==> src/rtl/vseq_pkg.sv <==
package vseq_pkg;
  localparam int IDX_W = 5;
  localparam int LEN_W = 3;
  localparam int NLANE = 3;

  typedef enum logic [1:0] {
    VK_SCALAR = 2'b00,
    VK_VECTOR = 2'b01,
    VK_MIXED  = 2'b10
  } vkind_e;

  // lowest bank: 8 singles or 4 doubles
  function automatic logic in_bank0(input logic dbl, input logic [IDX_W-1:0] idx);
    return dbl ? (idx[IDX_W-1:2] == '0) : (idx[IDX_W-1:3] == '0);
  endfunction

  // advance the in-bank offset, keep the bank bits
  function automatic logic [IDX_W-1:0] step_idx(input logic dbl, input logic [IDX_W-1:0] idx);
    logic [IDX_W-1:0] r;
    r = idx;
    if (dbl) r[1:0] = idx[1:0] + 2'd1;
    else     r[2:0] = idx[2:0] + 3'd1;
    return r;
  endfunction
endpackage

==> src/rtl/vseq_class.sv <==
module vseq_class
  import vseq_pkg::*;
#(
  parameter int DBL_REGS = 32
) (
  input  logic             dbl,
  input  logic [LEN_W-1:0] len,
  input  logic [IDX_W-1:0] dst,
  input  logic [IDX_W-1:0] srca,
  input  logic [IDX_W-1:0] srcb,
  output vkind_e           kind,
  output logic             hold_a,
  output logic             hold_b,
  output logic             bad,
  output logic [LEN_W-1:0] cnt_m1
);
  localparam int DBL_MAX_M1 = 3;

  logic dst0, a0, b0, range_bad;

  always_comb begin
    dst0      = in_bank0(dbl, dst);
    a0        = in_bank0(dbl, srca);
    b0        = in_bank0(dbl, srcb);
    range_bad = (int'(dst) >= DBL_REGS) || (int'(srca) >= DBL_REGS) ||
                (int'(srcb) >= DBL_REGS);
    bad       = dbl && ((int'(len) > DBL_MAX_M1) || range_bad);
    if (dst0)          kind = VK_SCALAR;
    else if (a0 || b0) kind = VK_MIXED;
    else               kind = VK_VECTOR;
    hold_a = !dst0 && a0;
    hold_b = !dst0 && b0;
    cnt_m1 = dst0 ? '0 : len;
  end
endmodule

==> src/rtl/vseq_ctrl.sv <==
module vseq_ctrl
  import vseq_pkg::*;
(
  input  logic             clk,
  input  logic             rst_n,
  input  logic             go,
  input  logic [LEN_W-1:0] cnt_m1,
  output logic             busy,
  output logic             last,
  output logic             adv
);
  logic [LEN_W-1:0] cnt_q, lim_q;

  assign last = busy && (cnt_q == lim_q);
  assign adv  = busy && !last;

  always_ff @(posedge clk or negedge rst_n) begin
    if (!rst_n) begin
      busy  <= 1'b0;
      cnt_q <= '0;
      lim_q <= '0;
    end else if (go) begin
      busy  <= 1'b1;
      cnt_q <= '0;
      lim_q <= cnt_m1;
    end else if (last) begin
      busy  <= 1'b0;
    end else if (adv) begin
      cnt_q <= cnt_q + 1'b1;
    end
  end
endmodule

==> src/rtl/vseq_lane.sv <==
module vseq_lane
  import vseq_pkg::*;
(
  input  logic             clk,
  input  logic             rst_n,
  input  logic             load,
  input  logic             adv,
  input  logic             dbl,
  input  logic [IDX_W-1:0] seed,
  input  logic             hold_in,
  output logic [IDX_W-1:0] idx
);
  logic hold_q;

  always_ff @(posedge clk or negedge rst_n) begin
    if (!rst_n) begin
      idx    <= '0;
      hold_q <= 1'b0;
    end else if (load) begin
      idx    <= seed;
      hold_q <= hold_in;
    end else if (adv && !hold_q) begin
      idx    <= step_idx(dbl, idx);
    end
  end
endmodule

==> src/rtl/vreg_seq.sv <==
module vreg_seq
  import vseq_pkg::*;
#(
  parameter int DBL_REGS = 32
) (
  input  logic       clk,
  input  logic       rst_n,
  input  logic       start_i,
  input  logic       dbl_i,
  input  logic [2:0] len_i,
  input  logic [4:0] dst_i,
  input  logic [4:0] srca_i,
  input  logic [4:0] srcb_i,
  output logic       busy_o,
  output logic       valid_o,
  output logic       last_o,
  output logic       illegal_o,
  output logic [1:0] kind_o,
  output logic [4:0] dst_o,
  output logic [4:0] srca_o,
  output logic [4:0] srcb_o
);
  vkind_e           kind_c, kind_q;
  logic             hold_a, hold_b, bad;
  logic [LEN_W-1:0] cnt_m1;
  logic             accept, reject, adv, busy, last;
  logic             dbl_q, illegal_q;

  logic [IDX_W-1:0] seed_v [NLANE];
  logic             hold_v [NLANE];
  logic [IDX_W-1:0] idx_v  [NLANE];

  vseq_class #(.DBL_REGS(DBL_REGS)) u_class (
    .dbl(dbl_i), .len(len_i), .dst(dst_i), .srca(srca_i), .srcb(srcb_i),
    .kind(kind_c), .hold_a(hold_a), .hold_b(hold_b), .bad(bad), .cnt_m1(cnt_m1)
  );

  assign accept = start_i && !busy && !bad;
  assign reject = start_i && !busy && bad;

  vseq_ctrl u_ctrl (
    .clk(clk), .rst_n(rst_n), .go(accept), .cnt_m1(cnt_m1),
    .busy(busy), .last(last), .adv(adv)
  );

  assign seed_v[0] = dst_i;
  assign seed_v[1] = srca_i;
  assign seed_v[2] = srcb_i;
  assign hold_v[0] = 1'b0;
  assign hold_v[1] = hold_a;
  assign hold_v[2] = hold_b;

  for (genvar g = 0; g < NLANE; g++) begin : g_lane
    vseq_lane u_lane (
      .clk(clk), .rst_n(rst_n), .load(accept), .adv(adv), .dbl(dbl_q),
      .seed(seed_v[g]), .hold_in(hold_v[g]), .idx(idx_v[g])
    );
  end

  always_ff @(posedge clk or negedge rst_n) begin
    if (!rst_n) begin
      kind_q    <= VK_SCALAR;
      dbl_q     <= 1'b0;
      illegal_q <= 1'b0;
    end else begin
      illegal_q <= reject;
      if (accept) begin
        kind_q <= kind_c;
        dbl_q  <= dbl_i;
      end
    end
  end

  assign busy_o    = busy;
  assign valid_o   = busy;
  assign last_o    = last;
  assign illegal_o = illegal_q;
  assign kind_o    = kind_q;
  assign dst_o     = idx_v[0];
  assign srca_o    = idx_v[1];
  assign srcb_o    = idx_v[2];
endmodule

==> config.mk <==
export PLATFORM = sky130hd
export DESIGN_NAME = vreg_seq
export DESIGN_NICKNAME = d
export VERILOG_FILES = /design/src/rtl/vseq_pkg.sv /design/src/rtl/vseq_class.sv /design/src/rtl/vseq_ctrl.sv /design/src/rtl/vseq_lane.sv /design/src/rtl/vreg_seq.sv
export SDC_FILE = /design/constraint.sdc
export NUM_CORES = 1
export LEC_CHECK = 0
export ABC_AREA = 1
export BUFFER_PORTS_ARGS = -buffer_cell sky130_fd_sc_hd__clkbuf_2
export CAP_MARGIN = 30
export CORE_MARGIN = 5
export CORE_UTILIZATION = 50
export CTS_CLUSTER_DIAMETER = 120
export DETAILED_ROUTE_END_ITERATION = 8
export GPL_ROUTABILITY_DRIVEN = 0
export PLACE_DENSITY = 0.76
export SETUP_SLACK_MARGIN = 0.5
export SLEW_MARGIN = 20
export SYNTH_ARGS = -nofsm -noshare
export SYNTH_HDL_FRONTEND = slang
export SYNTH_SLANG_ARGS = --single-unit
==> constraint.sdc <==
create_clock -name clk -period 1.4 [get_ports clk]
set_input_delay 0.07 -clock clk [delete_from_list [all_inputs] [get_ports clk]]
set_output_delay 0.07 -clock clk [all_outputs]
set_load 0.02 [all_outputs]
After elaboration in Yosys (flattened, before gate mapping)
Cells that the tools add are included.

word-level totals
  flip-flop bits (word level) = 28
  latch bits = 0
  bits in writable memories = 0
  ROM bits = 0
  input bits = 22
  output and inout bits = 21
  logic and storage cells = 82
  memories kept = 0

operators by class
  add/subtract/negate cells = 7
  multipliers = 0
  div/mod/pow operators = 0
  $lt $le $gt $ge = 1
  eq/ne operators = 3
  shift operators = 0
  muxes and demuxes = 23
  bitwise operators = 0
  reductions and logical operators = 31

operators by type and width
  cell                 count
  $mux 3               7
  $mux 5               3
  $add 3x1->3 const B  4
  $logic_and 1x1->1    10
  $mux 2               5
  $logic_not 3->1      3
  $mux 1               8
  $reduce_and 2->1     4
  $reduce_bool 2->1    4
  $add 2x1->2 const B  3
  $logic_not 1->1      6
  $logic_not 2->1      3
  $ne 2x2->1 const B   2
  $eq 3x3->1           1
  $gt 3x2->1 const B   1
  $logic_or 1x1->1     1

Logic depth before layout (Yosys ltp)
Gate-level depths: netlist (run 1).

  word-level depth = 7
  gate-level depth with buffers = 9
  mapped depth without buffers = 9

Cells and area by module
Synthesis (run 1) repeated with hierarchy kept, for this count alone.

second synthesis, totals
  cells, all modules = 214
  area, all modules = 1656.6 um^2

by module, submodules not included
  module      times used  cells an instance  area an instance (um^2)  sequential area each (um^2)
  vseq_lane   3           42                 336.6                    150.1
  vseq_ctrl   1           44                 360.3                    175.2
  vreg_seq    1           21                 187.7                    100.1
  vseq_class  1           23                 98.8                     0.0

Worst setup path after synthesis (run 1)
No wires, ideal clock.

  path kind = register -> register
  from = register u_ctrl.busy
  to = register g_lane[0].u_lane.idx[1]
  library setup time = 0.124 ns
  arrival time = 1.181 ns
  required time = 1.276 ns
  setup slack = 0.095 ns
  stages on the path, launching flop included = 7
  path buffers = 1
  clock period less this slack = 1.305 ns
  path through = dfrtp_1 > inv_2 > nand3_2 > buf_6 > or2_1 > o211ai_1 > nand2_1

between the ends
  word-level cells in the longest chain between the ends = 4
  elaborated cells between the ends (all ways) = 8
  classes of those cells = mux: 1; reduce/logical: 7

ends and longest elaborated chain
  item                                                  RTL line                         RTL
  from (decl)                                           vseq_ctrl.sv:8                   output logic busy,
  from (signal assigned)                                vseq_ctrl.sv:19                  busy <= 1'b0;
  from (signal assigned)                                vseq_ctrl.sv:23                  busy <= 1'b1;
  from (signal assigned)                                vseq_ctrl.sv:27                  busy <= 1'b0;
  $logic_not 1->1 or $logic_and 1x1->1 (tied branches)  vreg_seq.sv:38, vseq_ctrl.sv:14
  $logic_and 1x1->1 or $logic_not 1->1 (tied branches)  vreg_seq.sv:38, vseq_ctrl.sv:15
  $logic_and 1x1->1, on equally long branches           vreg_seq.sv:38, vseq_ctrl.sv:15
  $mux 5 or $reduce_bool 2->1 (tied branches)           n/a
  to (signal assigned)                                  vseq_lane.sv:23                  idx <= step_idx(dbl, idx);
  to (decl)                                             vseq_lane.sv:11                  output logic [IDX_W-1:0] idx

Parallel ways exist; a longest one is shown, timed or not. The select of a mux whose other input is x is not followed.
A chain may end at the register's enable or synchronous reset.

Worst setup path in the final report (run 1)
  from = register u_ctrl.cnt_q[2]
  to = register g_lane[2].u_lane.idx[2]

between the ends
  word-level cells in the longest chain between the ends = 7

ends and longest elaborated chain
  item                                RTL line         RTL
  from (decl)                         vseq_ctrl.sv:12  logic [LEN_W-1:0] cnt_q, lim_q;
  from (signal assigned)              vseq_ctrl.sv:29  cnt_q <= cnt_q + 1'b1;
  $eq 3x3->1                          vseq_ctrl.sv:14  assign last = busy && (cnt_q == lim_q);
  $logic_and 1x1->1                   vseq_ctrl.sv:14
  $logic_not 1->1                     vseq_ctrl.sv:15  assign adv = busy && !last;
  $logic_and 1x1->1                   vseq_ctrl.sv:15
  $logic_and 1x1->1                   vseq_lane.sv:22  end else if (adv && !hold_q) begin
  $reduce_bool 2->1 (no source line)  n/a
  $reduce_and 2->1 (no source line)   n/a
  to (signal assigned)                vseq_lane.sv:23
  to (decl)                           vseq_lane.sv:11

Every way passes these cells.

==> summary.txt, run 1 <==
Placement
  • # port buffers: 42
  • Post-Place Cells: between 200 and 250
  • Hpwl dp: ~2.3 mm

Synthesis
  • Syn Area/Cell: between 8 and 9 um2
  • Netlist cell types: 22
  • Largest area contributor in the netlist: dfrtp_1
  • Sequential share of the synthesized area: 50.86%
  • Synth Warn #: 0
  • Syn Std Cell Area: ~0.0014 mm2
  • Synth top area cells: dfrtp_1, nand2_1, o21ai_0, nand3_1, inv_1
  • FF+latch count, synth: 28
  • Yosys top cell area share: around half
  • Syn_nets: about 190
  • Mapped Cells: about 160

Clock tree
  • Clk_lat worst skew: 0.37 ns
  • CTS clk-pin slew, worst paths: around 0.17 ns
  • Clock root cell: clkbuf_4
  • Total CTS buffers: 3
  • Clock Sink Count: 28
  • Max Root-Sink Buffers: 2
  • H-tree levels: 1
  • CTS tree: built

Setup path
  • R2R depth: 11
  • FF-to-FF setup slack: -0.19 ns
  • R2R Path Start: u_ctrl.cnt_q[2]
  • Cell breakdown of the critical path: inv_2, nand2_2, nand2_2, nand3_4, buf_6, buf_6, nand3_2, nand2_2, nand2_1, nand2_1, nand2_1
  • Critical path's slowest cell: dfrtp_1
  • Worst path max stage delay: about 0.48 ns
  • Capturing point of the worst reg2reg path: g_lane[2].u_lane.idx[2]
  • WP data arrival: approximately 1.9 ns
  • Critical Path RT: 1.71 ns
  • Startpoint Class: flop
  • Worst Path Max Fanout: 3
  • CP Class: flop to flop
  • Setup crit end kind: flop

Detailed routing
  • Vias/cell: 6.409
  • Initial DRC count: ~250
  • WL final: roughly 7.5 mm
  • DRC viols: 0
  • DRT antenna net count: 0
  • Routed wire per std cell: around 27 um
  • DRT Pass-1 Iters: 5
  • DR vias: 1801

Worst hold path
  • Hold path endpoint: g_lane[2].u_lane.idx[0]
  • Worst hold start: srcb_i[0]
  • Hold Path Class: primary input to flop
  • Hold Path Depth: 5

Power
  • Cell Pwr Density: 2672 mW/mm2
  • Lkg Pwr: about 1.3 nW
  • VDD IR max: roughly 0.0023 V

Floorplan
  • Die Width: ~62 um
  • Placement Rows: 19
  • Die Y: roughly 62 um
  • I/O Pins: 43
  • Core Box Area: about 0.0027 mm2
  • Area of the die: between 0.003 and 0.004 mm2
  • Initial core utilization: between 50% and 60%

Finish
  • Commonest non-fill, non-tap cell in the layout: nand2_1
  • NumNets Final: approximately 280
  • Register area: around 700 um2
  • Area grow syn2layout: 86.74%
  • Ratio of cells with drive above 1 in the final layout: between 50% and 60%
  • Final Instance Count excl. Fillers: ~280
  • ANT cells: 0
  • Commonest non-fill, non-tap cells in the layout: nand2_1, dfrtp_1, buf_4, clkbuf_2
  • Core Util, Final: roughly 96%
  • Fillers: between 50 and 60
  • Area occupied by multi-input gates: 815.8 um2

Global route
  • Initial antenna violation count: 0
  • GRT Total Usage: a little under a quarter
  • First-pass GRT wire length: between 7 and 8 mm
  • Grt total ovfl: 0
  • Largest net degree at the start of global routing: 29
  • Number of global-route vias before repair: approximately 1500

Run status
  • Failing checks: setup timing
  • Status: finished with violations

STA
  • Max-slew violations: 0
  • Fin Clk Skew: ~0.0093 ns
  • Max Freq: 630.7 MHz
  • Shortest period the worst path allows: around 1.6 ns
  • Fin crit share: 113.2%
  • Worst slew margin: between 50% and 60%
  • Final WS setup: -0.1855 ns
  • Least-Margin Pin Slew: between 0.6 and 0.7 ns
  • Hold Violations, Final: 0
  • Final setup violation count: 13
  • Unrepaired setup endpoints after global routing: true

Flow run
  • Max-cap violations: 0
==> worst max path at each step <==
stage                          startpoint                 endpoint  slack, ns  cells past startpoint
after global placement    u_ctrl.cnt_q[1]  g_lane[0].u_lane.idx[1]       0.13                      6
after floorplan               u_ctrl.busy  g_lane[0].u_lane.idx[1]       0.15                      6
after detailed placement      u_ctrl.busy  g_lane[1].u_lane.idx[1]       0.07                      7
final                     u_ctrl.cnt_q[2]  g_lane[2].u_lane.idx[2]      -0.19                     11
after global routing      u_ctrl.lim_q[2]  g_lane[1].u_lane.idx[2]      -0.19                     11
after CTS                 u_ctrl.cnt_q[2]                   last_o      -0.04                      6
==> logic make-up (layout without fill, tap and decap cells) <==
| kind of cell | after synthesis | in the layout | share of synthesized area [%] |
|---|---|---|---|
| AO/OA/AOI/OAI | 24 | 24 | 9.627 |
| adder cells (fa/ha/maj) | 4 | 4 | 3.633 |
| flip-flops | 28 | 28 | 50.86 |
| XOR/XNOR | 5 | 5 | 3.180 |
| buffers and inverters | 21 | 111 | 6.993 |
| AND/OR/NAND/NOR | 74 | 75 | 23.52 |
| multiplexers | 3 | 3 | 2.180 |
==> area by class of cell <==
class	instances	share of cell area (%)
inverter	16	3.113
tap	31	1.508
timing repair inverter	1	0.2918
multi-input combinational	111	31.71
clock buffer	3	0.8755
timing repair buffer	91	35.12
sequential	28	27.38
==> worst max-delay path, delay by kind of cell (launching register included) <==
| family | cells | cell delay (ns) |
|---|---|---|
| AND/OR/NAND/NOR | 8 | 0.65 |
| flip-flops | 1 | 0.48 |
| buffers and inverters | 3 | 0.39 |
==> sequential cells by signal (all words and copies together) (netlist names) <==
register / cells
dbl_q: 1
g_lane.u_lane.hold_q: 2
g_lane.u_lane.idx: 15
illegal_o: 1
kind_o: 2
u_ctrl.busy: 1
u_ctrl.cnt_q: 3
u_ctrl.lim_q: 3
==> power by group <==
group / switching (mW) / total, mW / internal [mW]
logic: 2.58 / 4.85 / 2.27
registers: 0.435 / 1.63 / 1.20
clock network: 0.284 / 0.386 / 0.102
==> stage by stage <==
stage          cell area, um2  total power [mW]  worst slack, ns  hold WS (ns)  TNS (ns)
4_1_cts                  2257             5.220         -0.04009       0.01306  -0.06530
5_1_grt                  2572             7.148          -0.1942       0.01353    -1.581
3_5_place_dp             1618             3.651          0.06994        0.1486         0
3_3_place_gp             1618             3.570           0.1346        0.1333         0
6_report                 2572             6.873          -0.1855       0.01906    -1.558
2_1_floorplan            1389             3.051           0.1468       -0.2256         0
==> synthesized netlist by cell type (all sizes together) <==
cell type / count
buf: 5
nand3: 13
nor2: 3
mux2i: 3
inv: 16
o21ai: 19
a21oi: 1
xnor2: 3
or2: 1
dfrtp: 28
a22o: 2
nand2: 57
o211ai: 2
xor2: 2
ha: 4
==> metal layers <==
metal	vias up	global-route usage, %	share of wire [%]
li1	697	-	-
met1	841	27.41	33
met2	192	39.90	46
met3	71	4.317	11
met4	0	12.20	9.6
met5	-	0	0
==> what timing repair did <==
action	4_1_cts	5_1_grt
hold buffers	12	0
hold endpoints to repair	39	0
gates resized for setup	84	46
gates cloned	3	0
buffers inserted	14	19
setup endpoints to repair	48	63
pin swaps	7	23
Power figures use the tool's default switching activity.
==> run 2, diff against run 1 <==
ABC_AREA = 0   (was 1)
CORE_UTILIZATION = 49   (was 50)
PLACE_DENSITY = 0.75   (was 0.76)
==> run 2 against run 1 <==
  * The flow still finishes with violations (setup timing)
  * Wire length fell by 28%
  * Cell count fell by 9.6%
  * Clock skew fell by 0.00068 ns
  * Sequential share of layout area rose by 1.3 points
  * Register-to-register slack got worse by 0.02 ns
==> summary.txt, run 2 <==
STA
  • Max-slew violations: 0 (unchanged)
  • Final setup violation count: 14 (+1)
  • Worst slew margin: 53.64% (-2.5 points)
  • Unrepaired setup endpoints after global routing: true
  • Final WS setup: -0.2474 ns (-0.06188 ns)
  • Shortest period the worst path allows: 1.647 ns (+0.06188 ns)
  • Hold Violations, Final: 0 (unchanged)
  • Least-Margin Pin Slew: 0.6912 ns (+0.03294 ns)
  • Fin crit share: 117.7% (+4.4 points)
  • Max Freq: 607.0 MHz (-3.8%)
  • Fin Clk Skew: 0.008650 ns (-0.0006765 ns)

Power
  • VDD IR max: 0.002147 V (-5.7%)
  • Cell Pwr Density: 2631 mW/mm2 (-1.5%)
  • Lkg Pwr: 1.159 nW (-10%)

Finish
  • Ratio of cells with drive above 1 in the final layout: 49.78% (-4.6 points)
  • NumNets Final: 250 (-10%)
  • Area grow syn2layout: 81.63%
  • Commonest non-fill, non-tap cells in the layout: nand2_1, dfrtp_1, buf_4, clkbuf_2, dlygate4sd3_1
  • Max FFs per register: 15 (unchanged)
  • Largest Register: g_lane.u_lane.idx
  • Largest regs: g_lane.u_lane.idx: 15 flops, u_ctrl.cnt_q: 3 flops, u_ctrl.lim_q: 3 flops
  • ANT cells: 0 (unchanged)
  • Final Instance Count excl. Fillers: 254 (-9.6%)
  • Commonest non-fill, non-tap cell in the layout: nand2_1

Global route
  • Number of global-route vias before repair: 1535 (-0.20%)
  • Grt total ovfl: 0 (unchanged)
  • GRT Total Usage: 23.14% (-0.15 points)
  • Initial antenna violation count: 0 (unchanged)
  • Largest net degree at the start of global routing: 29 (unchanged)
  • First-pass GRT wire length: 7.348 mm (unchanged)

Clock tree
  • Clock Sink Count: 28 (unchanged)
  • CTS tree: built
  • Total CTS buffers: 3 (unchanged)
  • Clk_lat worst skew: 0.35 ns (-0.02 ns)
  • H-tree levels: 1 (unchanged)
  • Clock root cell: clkbuf_4
  • Max Root-Sink Buffers: 2 (unchanged)
  • CTS clk-pin slew, worst paths: 0.14 ns (-0.03 ns)

Synthesis
  • Syn_nets: 157 (-15%)
  • Post-synth EDFFs: 0 (unchanged)
  • Synth Warn #: 0 (unchanged)
  • Most frequent cell after synthesis: nand2_1
  • Syn Area/Cell: 10.30 um2 (+19%)
  • Mapped Cells: 131 (-18%)
  • Synth top area cells: dfrtp_1, nand2_1, a22o_1, ha_1, xnor2_1
  • Netlist cell types: 26 (+18%)
  • Largest area contributor in the netlist: dfrtp_1
  • Ys flop type: dfrtp_1
  • Most instantiated cells after synthesis: nand2_1, dfrtp_1, nand3_1
  • Yosys top cell area share: 51.95% (+1.1 points)
  • Fraction of registers with async set or reset after synthesis: 100.0% (unchanged)
  • FF+latch count, synth: 28 (unchanged)
  • Syn Std Cell Area: 0.001349 mm2 (-2.1%)
  • Sequential share of the synthesized area: 51.95% (+1.1 points)

Detailed routing
  • Initial DRC count: 108 (-56%)
  • WL final: 5.415 mm (-28%)
  • DRT Pass-1 Iters: 4 (-1)
  • DRC viols: 0 (unchanged)
  • Routed wire per std cell: 21.32 um (-20%)
  • DR vias: 1466 (-19%)
  • DRT antenna net count: 0 (unchanged)
  • Vias/cell: 5.772 (-9.9%)

Run status
  • Status: finished with violations
  • Failing checks: setup timing

Setup path
  • Worst Path Max Fanout: 2 (-1)
  • Cell breakdown of the critical path: xor2_2, buf_4, nor4_4, clkbuf_8
  • Critical Path RT: 1.33 ns (-0.38 ns)
  • Setup crit end kind: output pin
  • Worst path max stage delay: 0.45 ns (-0.03 ns)
  • Critical path's slowest cell: dfrtp_1
  • WP data arrival: 1.58 ns (-0.32 ns)
  • CP Class: flop to output pin
  • Startpoint Class: flop
  • R2R depth: 7 (-4)

Floorplan
  • Die Width: 62.47 um (about the same)
  • Core Box Area: 0.002686 mm2 (unchanged)
  • Die Y: 62.47 um (about the same)
  • Area of the die: 0.003902 mm2 (about the same)
  • Placement Rows: 19 (unchanged)
  • Initial core utilization: 50.21% (-1.1 points)
  • I/O Pins: 43 (unchanged)

Placement
  • Post-Place Cells: 214 (-7.0%)
  • Place WS: -0.1349 ns (-0.2048 ns)
  • # port buffers: 42 (unchanged)
  • Hpwl dp: 2.597 mm (+11%)

Flow run
  • Max-cap violations: 0 (unchanged)

Worst hold path
  • Hold Path Depth: 3 (-2)
  • Hold Path Class: primary input to flop
run 2: power by group:
group	switching (mW)	total, mW	internal [mW]
logic	2.10	4.39	2.30
registers	0.441	1.64	1.20
clock network	0.253	0.414	0.160
total	2.79	6.44	3.65
run 2: final cells by class:
class                   instances  area, um2
multi-input cells              94      789.5
inverters                       4      17.52
repair buffers                 93      864.6
clock buffers                   4      36.28
flip-flops and latches         28      703.2
fillers                        97      236.5
well taps                      31      38.79
run 2: cells by family (layout without fill, tap and decap cells):
family	after synthesis	after routing	synth area share (%)
mux	1	1	0.7421
compound gates	31	31	18.00
simple gates	50	50	16.14
buf+inv	9	101	3.153
fa+ha+maj	4	4	3.711
xor+xnor	8	8	6.308
flops	28	28	51.95
run 2: repair_timing:
action                                  in CTS  in global routing
endpoints found under the hold margin       46                  0
resized for setup                           57                 24
endpoints found under the setup margin      48                 51
pin swaps                                   11                 10
cloned                                       0                  1
buffers inserted                             9                  8
hold buffers                                18                  0
run 2: critical path, delay by kind of cell (launching register included):
family / cells / cell delay (ns)
flops: 1 / 0.45
buf+inv: 2 / 0.34
simple gates: 1 / 0.24
xor+xnor: 1 / 0.20
run 2: path summary, 6_finish.rpt:
| check | endpoint | slack, ns | startpoint |
|---|---|---|---|
| hold reg to reg | g_lane[1].u_lane.idx[3] | 0.55 | g_lane[1].u_lane.idx[3] |
| hold / removal | illegal_o | 0.02 | start_i |
| setup / recovery | last_o | -0.25 | u_ctrl.lim_q[0] |
| setup reg to reg | g_lane[2].u_lane.idx[1] | -0.21 | u_ctrl.lim_q[0] |
| max in group asynchronous | u_ctrl.busy | 0.69 | rst_n |
| min in group asynchronous | g_lane[0].u_lane.idx[2] | 0.25 | rst_n |
run 2: metrics by stage:
step / hold slack, ns / total power [mW] / util (%) / cell area (um2) / setup TNS [ns]
after detailed placement: 0.1597 / 4.202 / 65.53 / 1760 / -0.8553
after global routing: 0.01919 / 6.804 / 91.20 / 2450 / -3.441
final: 0.01962 / 6.444 / 91.20 / 2450 / -2.442
after CTS: -0.0001636 / 5.606 / 85.42 / 2295 / -1.663
after floorplan: -0.2256 / 3.283 / - / 1438 / -0.04281
after global placement: 0.1419 / 4.085 / 65.53 / 1760 / -0.2542
run 2: layer usage:
| metal | GRT usage [%] | vias to the layer above | share of wire (%) |
|---|---|---|---|
| met4 | 7.692 | 0 | 2.9 |
| met1 | 28.57 | 731 | 37 |
| met5 | 0 | - | 0 |
| li1 | - | 650 | - |
| met3 | 3.777 | 14 | 5.5 |
| met2 | 40.67 | 71 | 54 |
